**config.mk**
```make
export PLATFORM = sky130hd
export DESIGN_NAME = spi_fw_loader
export DESIGN_NICKNAME = d
export VERILOG_FILES = /design/src/rtl/spiboot_pkg.sv /design/src/rtl/spiboot_pacer.sv /design/src/rtl/spiboot_shifter.sv /design/src/rtl/spiboot_chunker.sv /design/src/rtl/spi_fw_loader.sv
export SDC_FILE = /design/constraint.sdc
export NUM_CORES = 1
export LEC_CHECK = 0
export ABC_AREA = 1
export BUFFER_PORTS_ARGS = -buffer_cell sky130_fd_sc_hd__buf_2
export CELL_PAD_IN_SITES_DETAIL_PLACEMENT = 1
export CELL_PAD_IN_SITES_GLOBAL_PLACEMENT = 1
export CORE_MARGIN = 5
export CORE_UTILIZATION = 29
export CTS_BUF_LIST = sky130_fd_sc_hd__clkbuf_4 sky130_fd_sc_hd__clkbuf_8 sky130_fd_sc_hd__clkbuf_16
export CTS_CLUSTER_DIAMETER = 30
export CTS_CLUSTER_SIZE = 20
export DETAILED_ROUTE_END_ITERATION = 6
export MAX_ROUTING_LAYER = met4
export PLACE_DENSITY_LB_ADDON = 0.1
export SLEW_MARGIN = 40
export SYNTH_ARGS = -nofsm -noshare
export SYNTH_HDL_FRONTEND = slang
export SYNTH_SLANG_ARGS = --single-unit
```
**constraint.sdc**
```tcl
create_clock -name clk -period 2.75 [get_ports clk]
set_input_delay 0.55 -clock clk [delete_from_list [all_inputs] [get_ports clk]]
set_output_delay 0.55 -clock clk [all_outputs]
set_load 0.02 [all_outputs]
```
**src/rtl/spiboot_pkg.sv**
```systemverilog
package spiboot_pkg;
   typedef enum logic [2:0] {
      ST_IDLE,
      ST_FETCH,
      ST_LEAD,
      ST_SHIFT,
      ST_GAP,
      ST_HOLD,
      ST_DONE
   } spiboot_state_e;
endpackage

```
**src/rtl/spiboot_pacer.sv**
```systemverilog
module spiboot_pacer #(
   parameter int DIV   = 100,
   parameter int CNT_W = 12
) (
   input  logic             clk,
   input  logic             rst_n,
   input  logic             clr,
   input  logic             run,
   output logic [CNT_W-1:0] cnt,
   output logic             sclk,
   output logic             rise_ev,
   output logic             fall_ev
);
   localparam int HALF = DIV / 2;
   localparam logic [CNT_W-1:0] RISE_AT = CNT_W'(HALF - 1);
   localparam logic [CNT_W-1:0] FALL_AT = CNT_W'(DIV - 1);

   assign rise_ev = run && (cnt == RISE_AT);
   assign fall_ev = run && (cnt == FALL_AT);

   always_ff @(posedge clk or negedge rst_n) begin
      if (!rst_n) begin
         cnt  <= '0;
         sclk <= 1'b0;
      end else begin
         cnt <= clr ? '0 : cnt + CNT_W'(1);
         if (!run)         sclk <= 1'b0;
         else if (rise_ev) sclk <= 1'b1;
         else if (fall_ev) sclk <= 1'b0;
      end
   end

   // a rising event only from a low clock, a falling event only from a high one
   assert_rise_from_low_R2: assert property (@(posedge clk) disable iff (!rst_n)
      rise_ev |-> !sclk);
   assert_fall_from_high_R2: assert property (@(posedge clk) disable iff (!rst_n)
      fall_ev |-> sclk);
endmodule

```
**src/rtl/spiboot_shifter.sv**
```systemverilog
module spiboot_shifter #(
   parameter int WORD_BITS   = 16,
   parameter int SYNC_STAGES = 1,
   parameter int BIT_W       = 4
) (
   input  logic                 clk,
   input  logic                 rst_n,
   input  logic                 load,
   input  logic [WORD_BITS-1:0] load_word,
   input  logic                 rise_ev,
   input  logic                 fall_ev,
   input  logic                 miso_pin,
   output logic                 mosi_bit,
   output logic                 last_bit,
   output logic [WORD_BITS-1:0] rx_word,
   output logic                 rx_strobe
);
   logic                 miso_s;
   logic [WORD_BITS-1:0] tx_sh;
   logic [WORD_BITS-1:0] rx_sh;
   logic [BIT_W-1:0]     bitcnt;
   logic                 fin;
   logic                 fin_q;

   generate
      if (SYNC_STAGES == 0) begin : g_direct
         assign miso_s = miso_pin;
      end else if (SYNC_STAGES == 1) begin : g_one
         logic stage_q;
         always_ff @(posedge clk or negedge rst_n) begin
            if (!rst_n) stage_q <= 1'b0;
            else        stage_q <= miso_pin;
         end
         assign miso_s = stage_q;
      end else begin : g_chain
         logic [SYNC_STAGES-1:0] chain_q;
         always_ff @(posedge clk or negedge rst_n) begin
            if (!rst_n) chain_q <= '0;
            else        chain_q <= {chain_q[SYNC_STAGES-2:0], miso_pin};
         end
         assign miso_s = chain_q[SYNC_STAGES-1];
      end
   endgenerate

   assign last_bit = (bitcnt == BIT_W'(WORD_BITS - 1));
   assign fin      = fall_ev && last_bit;
   assign mosi_bit = tx_sh[WORD_BITS-1];

   always_ff @(posedge clk or negedge rst_n) begin
      if (!rst_n) begin
         tx_sh     <= '0;
         rx_sh     <= '0;
         bitcnt    <= '0;
         rx_word   <= '0;
         fin_q     <= 1'b0;
         rx_strobe <= 1'b0;
      end else begin
         if (load) begin
            tx_sh  <= load_word;
            bitcnt <= '0;
         end else if (fall_ev) begin
            tx_sh  <= tx_sh << 1;
            bitcnt <= bitcnt + BIT_W'(1);
         end
         if (rise_ev) rx_sh <= {rx_sh[WORD_BITS-2:0], miso_s};
         if (fin) rx_word <= rx_sh;
         fin_q     <= fin;
         rx_strobe <= fin_q;
      end
   end

   // no falling event may run the bit counter past the word length
   assert_bit_bound_R2: assert property (@(posedge clk) disable iff (!rst_n)
      fall_ev |-> (bitcnt <= BIT_W'(WORD_BITS - 1)));
endmodule

```
**src/rtl/spiboot_chunker.sv**
```systemverilog
module spiboot_chunker #(
   parameter int LEN_W       = 16,
   parameter int CHUNK_WORDS = 116
) (
   input  logic             clk,
   input  logic             rst_n,
   input  logic             load,
   input  logic [LEN_W-1:0] len,
   input  logic             word_fin,
   input  logic             cont,
   output logic             left_zero,
   output logic             chunk_full
);
   localparam int CW = $clog2(CHUNK_WORDS + 1);

   logic [LEN_W-1:0] left;
   logic [CW-1:0]    in_chunk;

   assign left_zero  = (left == '0);
   assign chunk_full = (in_chunk == CW'(CHUNK_WORDS));

   always_ff @(posedge clk or negedge rst_n) begin
      if (!rst_n) begin
         left     <= '0;
         in_chunk <= '0;
      end else if (load) begin
         left     <= len;
         in_chunk <= '0;
      end else begin
         if (word_fin && !left_zero) left <= left - LEN_W'(1);
         if (cont)          in_chunk <= '0;
         else if (word_fin) in_chunk <= in_chunk + CW'(1);
      end
   end

   // the word count inside a chunk never passes the chunk size
   assert_chunk_bound_R8: assert property (@(posedge clk) disable iff (!rst_n)
      in_chunk <= CW'(CHUNK_WORDS));
endmodule

```
**src/rtl/spi_fw_loader.sv**
```systemverilog
module spi_fw_loader
   import spiboot_pkg::*;
#(
   parameter int DIV          = 100,
   parameter int LEAD_PERIODS = 2,
   parameter int GAP_PERIODS  = 2,
   parameter int CHUNK_BYTES  = 232,
   parameter int LEN_W        = 16,
   parameter int WORD_BITS    = 16,
   parameter int SYNC_STAGES  = 1
) (
   input  logic                 clk,
   input  logic                 rst_n,
   input  logic                 start,
   input  logic                 abort,
   input  logic                 cont,
   input  logic [LEN_W-1:0]     len_words,
   output logic                 busy,
   output logic                 done,
   output logic                 chunk_done,
   input  logic [WORD_BITS-1:0] in_data,
   input  logic                 in_valid,
   output logic                 in_ready,
   output logic [WORD_BITS-1:0] rx_data,
   output logic                 rx_valid,
   output logic                 sclk,
   output logic                 cs_n,
   output logic                 mosi,
   input  logic                 miso
);
   localparam int CHUNK_WORDS = CHUNK_BYTES / 2;
   localparam int MAX_GUARD   = (LEAD_PERIODS > GAP_PERIODS) ? LEAD_PERIODS : GAP_PERIODS;
   localparam int CNT_W       = $clog2(MAX_GUARD * DIV + 1);
   localparam int BIT_W       = $clog2(WORD_BITS + 1);
   localparam logic [CNT_W-1:0] LEAD_END = CNT_W'(LEAD_PERIODS * DIV - 1);
   localparam logic [CNT_W-1:0] GAP_END  = CNT_W'(GAP_PERIODS * DIV - 1);

   generate
      if (DIV < 2 || (DIV % 2) != 0) begin : g_bad_div
         $error("DIV must be even and at least 2");
      end
      if (LEAD_PERIODS < 2 || GAP_PERIODS < 2) begin : g_bad_guard
         $error("guard periods must be at least 2");
      end
      if (CHUNK_BYTES < 2 || (CHUNK_BYTES % 2) != 0) begin : g_bad_chunk
         $error("CHUNK_BYTES must be even and at least 2");
      end
      if (SYNC_STAGES < 0 || SYNC_STAGES >= DIV / 2) begin : g_bad_sync
         $error("SYNC_STAGES must be below DIV/2");
      end
      if (WORD_BITS < 2) begin : g_bad_word
         $error("WORD_BITS must be at least 2");
      end
   endgenerate

   spiboot_state_e   st, st_nx;
   logic [CNT_W-1:0] cnt;
   logic             clr, run, rise_ev, fall_ev;
   logic             last_bit, mosi_bit, word_fin;
   logic             left_zero, chunk_full;
   logic             abort_pend, load_word, chunk_load, chunk_cont;

   assign run        = (st == ST_SHIFT);
   assign word_fin   = fall_ev && last_bit;
   assign load_word  = (st == ST_FETCH) && in_valid && !abort;
   assign chunk_load = (st == ST_IDLE) && start;
   assign chunk_cont = (st == ST_HOLD) && cont && !abort;
   assign clr        = (st_nx != st) || fall_ev;

   assign busy       = (st != ST_IDLE);
   assign done       = (st == ST_DONE);
   assign chunk_done = (st == ST_HOLD);
   assign in_ready   = (st == ST_FETCH);
   assign mosi       = !cs_n && mosi_bit;

   always_comb begin
      st_nx = st;
      unique case (st)
         ST_IDLE:  if (start) st_nx = (len_words == '0) ? ST_DONE : ST_FETCH;
         ST_FETCH: begin
            if (abort)         st_nx = ST_IDLE;
            else if (in_valid) st_nx = ST_LEAD;
         end
         ST_LEAD:  if (cnt == LEAD_END) st_nx = ST_SHIFT;
         ST_SHIFT: if (word_fin) st_nx = ST_GAP;
         ST_GAP: begin
            if (cnt == GAP_END) begin
               if (abort_pend || abort) st_nx = ST_IDLE;
               else if (left_zero)      st_nx = ST_DONE;
               else if (chunk_full)     st_nx = ST_HOLD;
               else                     st_nx = ST_FETCH;
            end
         end
         ST_HOLD: begin
            if (abort)     st_nx = ST_IDLE;
            else if (cont) st_nx = ST_FETCH;
         end
         ST_DONE:  st_nx = ST_IDLE;
         default:  st_nx = ST_IDLE;
      endcase
   end

   always_ff @(posedge clk or negedge rst_n) begin
      if (!rst_n) begin
         st         <= ST_IDLE;
         cs_n       <= 1'b1;
         abort_pend <= 1'b0;
      end else begin
         st   <= st_nx;
         cs_n <= !((st_nx == ST_LEAD) || (st_nx == ST_SHIFT));
         if (st == ST_IDLE)
            abort_pend <= 1'b0;
         else if (abort && (st == ST_LEAD || st == ST_SHIFT || st == ST_GAP))
            abort_pend <= 1'b1;
      end
   end

   spiboot_pacer #(.DIV(DIV), .CNT_W(CNT_W)) u_pacer (
      .clk(clk), .rst_n(rst_n), .clr(clr), .run(run),
      .cnt(cnt), .sclk(sclk), .rise_ev(rise_ev), .fall_ev(fall_ev)
   );

   spiboot_shifter #(.WORD_BITS(WORD_BITS), .SYNC_STAGES(SYNC_STAGES), .BIT_W(BIT_W)) u_shift (
      .clk(clk), .rst_n(rst_n), .load(load_word), .load_word(in_data),
      .rise_ev(rise_ev), .fall_ev(fall_ev), .miso_pin(miso),
      .mosi_bit(mosi_bit), .last_bit(last_bit), .rx_word(rx_data), .rx_strobe(rx_valid)
   );

   spiboot_chunker #(.LEN_W(LEN_W), .CHUNK_WORDS(CHUNK_WORDS)) u_chunk (
      .clk(clk), .rst_n(rst_n), .load(chunk_load), .len(len_words),
      .word_fin(word_fin), .cont(chunk_cont),
      .left_zero(left_zero), .chunk_full(chunk_full)
   );

   assert_idle_deselected_R1: assert property (@(posedge clk) disable iff (!rst_n)
      !busy |-> cs_n);
   assert_clock_gated_R2: assert property (@(posedge clk) disable iff (!rst_n)
      cs_n |-> !sclk);
   assert_mosi_steady_high_R3: assert property (@(posedge clk) disable iff (!rst_n)
      (sclk && $past(sclk)) |-> $stable(mosi));
   assert_rx_single_R6: assert property (@(posedge clk) disable iff (!rst_n)
      rx_valid |=> !rx_valid);
   assert_ready_in_gap_R7: assert property (@(posedge clk) disable iff (!rst_n)
      in_ready |-> cs_n);
   assert_chunk_wait_R8: assert property (@(posedge clk) disable iff (!rst_n)
      (chunk_done && !cont && !abort) |=> (chunk_done && cs_n));
   assert_done_single_R9: assert property (@(posedge clk) disable iff (!rst_n)
      done |=> (!done && !busy));
   assert_abort_leaves_R11: assert property (@(posedge clk) disable iff (!rst_n)
      (abort && in_ready) |=> !busy);
endmodule

```
# Word-level counts from Yosys, hierarchy flattened
# Cells that the tools add are included.
# word_totals
output_inout_bits	24
word_cells	89
regBits	93
in_bits	39
# classes
n_addsub	4
reduce_logical	28
eq_ne	15
n_mux	28
# ops
operator	count
$mux W16	4
$mux W3	12
$logic_not A16 Y1	2
$mux W7	3
$pmux W3 S6	1
$sub A16 B1 Y16 const B	1
$eq A3 B2 Y1 const B	4
$logic_and A1 B1 Y1	11
$mux W5	2
$eq A3 B3 Y1 const B	3
$add A8 B1 Y8 const B	1
$eq A8 B6 Y1 const B	1
$eq A8 B7 Y1 const B	1
$eq A8 B8 Y1 const B	1
$mux W8	1
$add A7 B1 Y7 const B	1
$eq A7 B7 Y1 const B	1
$reduce_bool A2 Y1	3
$reduce_bool A3 Y1	2
$add A5 B1 Y5 const B	1
$eq A5 B4 Y1 const B	1
$logic_or A1 B1 Y1	5
$mux W1	5
$logic_not A1 Y1	4
4 further kinds	4

# Logic depth before layout (Yosys ltp)
# logic_depth
word_depth	9
depth_mapped	12
depth_no_buf	12

# Hierarchy
# From an unflattened synthesis, not the netlist that was laid out.
# unflattened
cells_unflattened	645
area_unflattened_um2	4899.7
# by_module_without_submodules
module	cells_each	seq_area_each_um2	area_per_inst_um2	n_inst
spiboot_shifter	235	1401.3	2205.9	1
spiboot_chunker	244	575.6	1637.8	1
spi_fw_loader	101	126.4	578.1	1
spiboot_pacer	65	225.2	478.0	1

# Worst setup path before layout
# OpenSTA, ideal clock, no wires.
# synth_timing
path_kind	reg-to-reg
from	register u_shift.bitcnt[0]
to	register u_chunk.left[6]
path_stages_with_launch	11
synth_period_minus_slack_ps	1866
setup_ps	130
t_required_ps	2620
path_slack_ps	884
n_path_buf	0
t_arrival_ps	1736
cell_sequence	dfrtp_1 -> ha_1 -> nand2_1 -> nor2_1 -> ha_1 -> nand4_1 -> a21oi_2 -> nor2_1 -> inv_2 -> o211ai_1 -> o21ai_0
# synth_via
elab_chain_cells	4
# synth_rtl
item	line	rtl
from (decl)	spiboot_shifter.sv:21	logic [BIT_W-1:0] bitcnt;
from (signal assigned)	spiboot_shifter.sv:63	bitcnt <= bitcnt + BIT_W'(1);
$eq A5 B4 Y1	spiboot_shifter.sv:45	assign last_bit = (bitcnt == BIT_W'(WORD_BITS - 1));
$logic_and A1 B1 Y1	spi_fw_loader.sv:64	assign word_fin = fall_ev && last_bit;
$logic_and A1 B1 Y1	spiboot_chunker.sv:30	if (word_fin && !left_zero) left <= left - LEN_W'(1);
$reduce_bool A2 Y1 (no source line)	n/a	
to (signal assigned)	spiboot_chunker.sv:27	left <= len;
to (signal assigned)	spiboot_chunker.sv:30	
to (decl)	spiboot_chunker.sv:16	logic [LEN_W-1:0] left;
# Every way passes these cells.
# A chain may end at the register's enable or synchronous reset.

# Worst setup path after layout
# layout_timing
from	register u_shift.bitcnt[0]
to	register u_chunk.left[1]
# Same word-level chain as after synthesis.

==> results by group <==
Outcome
  • Status: finished clean

Floorplan
  • Io pins: 63
  • Die area: 18400 um^2
  • Initial Util: 0.292
  • Floorplan row count: 46
  • Core Area: 15700 um^2
  • Height of the chip: 136 um
  • Chip width: 136 um

Flow run
  • Max cap viols: 0

CTS
  • Worst-path clk slew: 70 ps
  • Maximum root-to-sink buffer count: 2
  • Hold Buf Count CTS: 0
  • CTS tree: built
  • Cts bufs inserted: 9
  • Postcts setup bufs: 0
  • H-Tree Depth: 3
  • Clock net sink count: 93
  • Clock Tree Root: clkbuf_16
  • Worst skew pair latency: 340 ps
  • PostCTS Resize Cnt: 0

Logic synthesis
  • Top FF cell, synth: dfrtp_1
  • Syn Nets: 604
  • Top cells by count, synth: nand2_1, dfrtp_1, inv_1
  • Seq/Total Area, Yosys: 0.509
  • Ys async rst share: 1.00
  • Synthesized flop and latch total: 93
  • Warnings from Yosys: 0
  • Syn_area_per_cell: 8.20 um^2
  • Synth area leader: dfrtp_1
  • Count leader, synth: nand2_1
  • EDFF count, synth: 0
  • Top cell type's share of synthesized area: 0.503
  • Syn Std Cell Area: 4570 um^2
  • Gate Count Post-Synth: 558
  • Synth area leaders: dfrtp_1, nand2_1, inv_1
  • Synth cell types: 34

Worst setup path
  • Reg2reg setup slack: 420 ps
  • Type of the worst setup path: reg2reg
  • CP max stage delay: 390 ps
  • CP endpoint kind: register
  • Crit path max fanout: 8
  • CP max stage cell: dfrtp_1
  • Worst EP required: 2960 ps
  • CP top delay family: simple AND/OR/NAND/NOR gates
  • Worst-path cell chain: ha_1 -> nand2_1 -> nor2_1 -> ha_1 -> nand4_1 -> a21oi_2 -> nor2_1 -> inv_2 -> o221ai_1
  • Arrival time of the worst setup path: 2540 ps
  • Critical Path Source Type: register
  • Worst Path Buf+Inv: 1

Place
  • Post-detail-place hpwl: 8880 um
  • Global placement routability congestion: 0.789
  • Dpl cell area: 5180 um^2
  • IO Port Bufs: 62

STA
  • Final setup fails: 0
  • Fin crit share: 0.847
  • Slew margin rel.: 0.557
  • Max Clk Rate: 429 MHz
  • Slew Limit Fails: 0
  • Slew @ Worst Pin: 662 ps
  • RSZ-0062 raised after global routing: no
  • Clk_skew: 9.53 ps
  • Post-layout min period: 2330 ps
  • Final Hold Viols: 0
  • Final TNS setup: 0 ps

Global routing
  • Largest net degree at the start of global routing: 44
  • Final global-route overflow total: 0
  • M2 GR Usage: 0.225
  • Gr usage total: 0.143
  • Global-route wire length before repair: 20500 um
  • GRT Max-Usage Layer: met2
  • Met1 usage: 0.189
  • Antenna violations before repair: 0
  • M3 GR Usage: 0.0215
  • Vias in the first global route: 4196

Final layout
  • Layout cell share with drive strength beyond 1: 0.166
  • Register area: 2330 um^2
  • Multi-input logic area: 1880 um^2
  • Final net count: 673
  • Synth-to-layout area growth: 20.4%
  • Post-route cell area: 5510 um^2
  • Fillcell total: 1928
  • Ant diodes: 0

Route
  • Via Count: 3869
  • Drt pass-1 iters: 4
  • Drt drc: 0
  • Final WL: 12000 um
  • Via density per instance: 4.56
  • Drt wl/cell: 14.1 um
  • Antenna Nets Post-Route: 0
  • Drt initial violations: 186

Pwr
  • Leakage: 0.00263 uW
  • Overall power: 4510 uW
  • Peak VDD IR: 277 uV
  • Pwr Density: 819 nW/um^2

Hold path
  • Worst Hold Class: in2async
-- per-layer routing --
metal | up-vias | wire length [um] | part of all wire
met4 | 0 | 179 | 0.015
met3 | 15 | 265 | 0.022
met1 | 1879 | 5960 | 0.50
met5 | - | 0 | 0
met2 | 46 | 5570 | 0.46
li1 | 1929 | - | -
-- layout make-up --
| cell class | instances | share of cell area |
|---|---|---|
| clock inverter | 6 | 0.0166 |
| tap | 216 | 0.0491 |
| inverter | 83 | 0.0577 |
| timing repair buffer | 69 | 0.0686 |
| sequential | 93 | 0.423 |
| clock buffer | 10 | 0.0434 |
| multi-input combinational | 371 | 0.342 |
-- layout by cell type, fill, tap and decap left out, drive strengths merged --
master	count
ha	7
xor2	13
nand4	8
dfstp	1
nand2	141
o211ai	8
nor4	1
bufinv	2
clkbuf	10
a21oi	18
nor2	74
o22ai	1
a22o	1
clkinv	3
or2	1
buf	69
dfrtp	92
o21ai	43
o221ai	16
nor3	8
mux2	1
inv	84
xnor2	3
nand3	26
o311ai	1
-- sequential cells by signal, indices dropped and copies added, names as in the netlist, 3 cells and up --
name              cells
u_chunk.in_chunk      7
u_shift.rx_word      16
u_pacer.cnt           8
u_shift.rx_sh        16
u_chunk.left         16
u_shift.tx_sh        16
st                    3
u_shift.bitcnt        5
-- path summary, 6_finish.rpt --
path | endpoint | cells past startpoint | startpoint
setup / recovery | u_chunk.left[1] | 9 | u_shift.bitcnt[0]
hold / removal | u_pacer.cnt[6] | 1 | rst_n
setup reg to reg | u_chunk.left[1] | 9 | u_shift.bitcnt[0]
hold reg to reg | u_shift.rx_strobe | 0 | u_shift.fin_q
max in group asynchronous | u_shift.rx_word[15] | 2 | rst_n
min in group clk | u_shift.g_one.stage_q | 1 | miso
-- power breakdown --
group / leakage (uW) / internal [uW] / total (uW) / switching, uW
Clock: 0.000163 / 829 / 1380 / 555
Sequential: 0.00123 / 1670 / 1870 / 203
Combinational: 0.00124 / 440 / 1260 / 815
Total: 0.00263 / 2940 / 4510 / 1570
-- metrics by stage --
step / util / std cells / setup WS, ps / hold slack [ps]
2_1_floorplan: - / 558 / 884 / 254
3_3_place_gp: 0.331 / 832 / 555 / 384
3_5_place_dp: 0.331 / 832 / 394 / 378
4_1_cts: 0.352 / 848 / 395 / 219
5_1_grt: 0.352 / 848 / 198 / 238
6_report: 0.352 / 848 / 420 / 193
-- cell families after synthesis --
group | Yosys count | share of synthesized area
AND/OR/NAND/NOR | 259 | 0.242
AO/OA/AOI/OAI | 88 | 0.117
buffers and inverters | 94 | 0.0793
multiplexers | 1 | 0.00246
adder cells (fa/ha/maj) | 7 | 0.0192
flip-flops | 93 | 0.509
XOR/XNOR | 16 | 0.0306
Power figures use the tool's default switching activity.
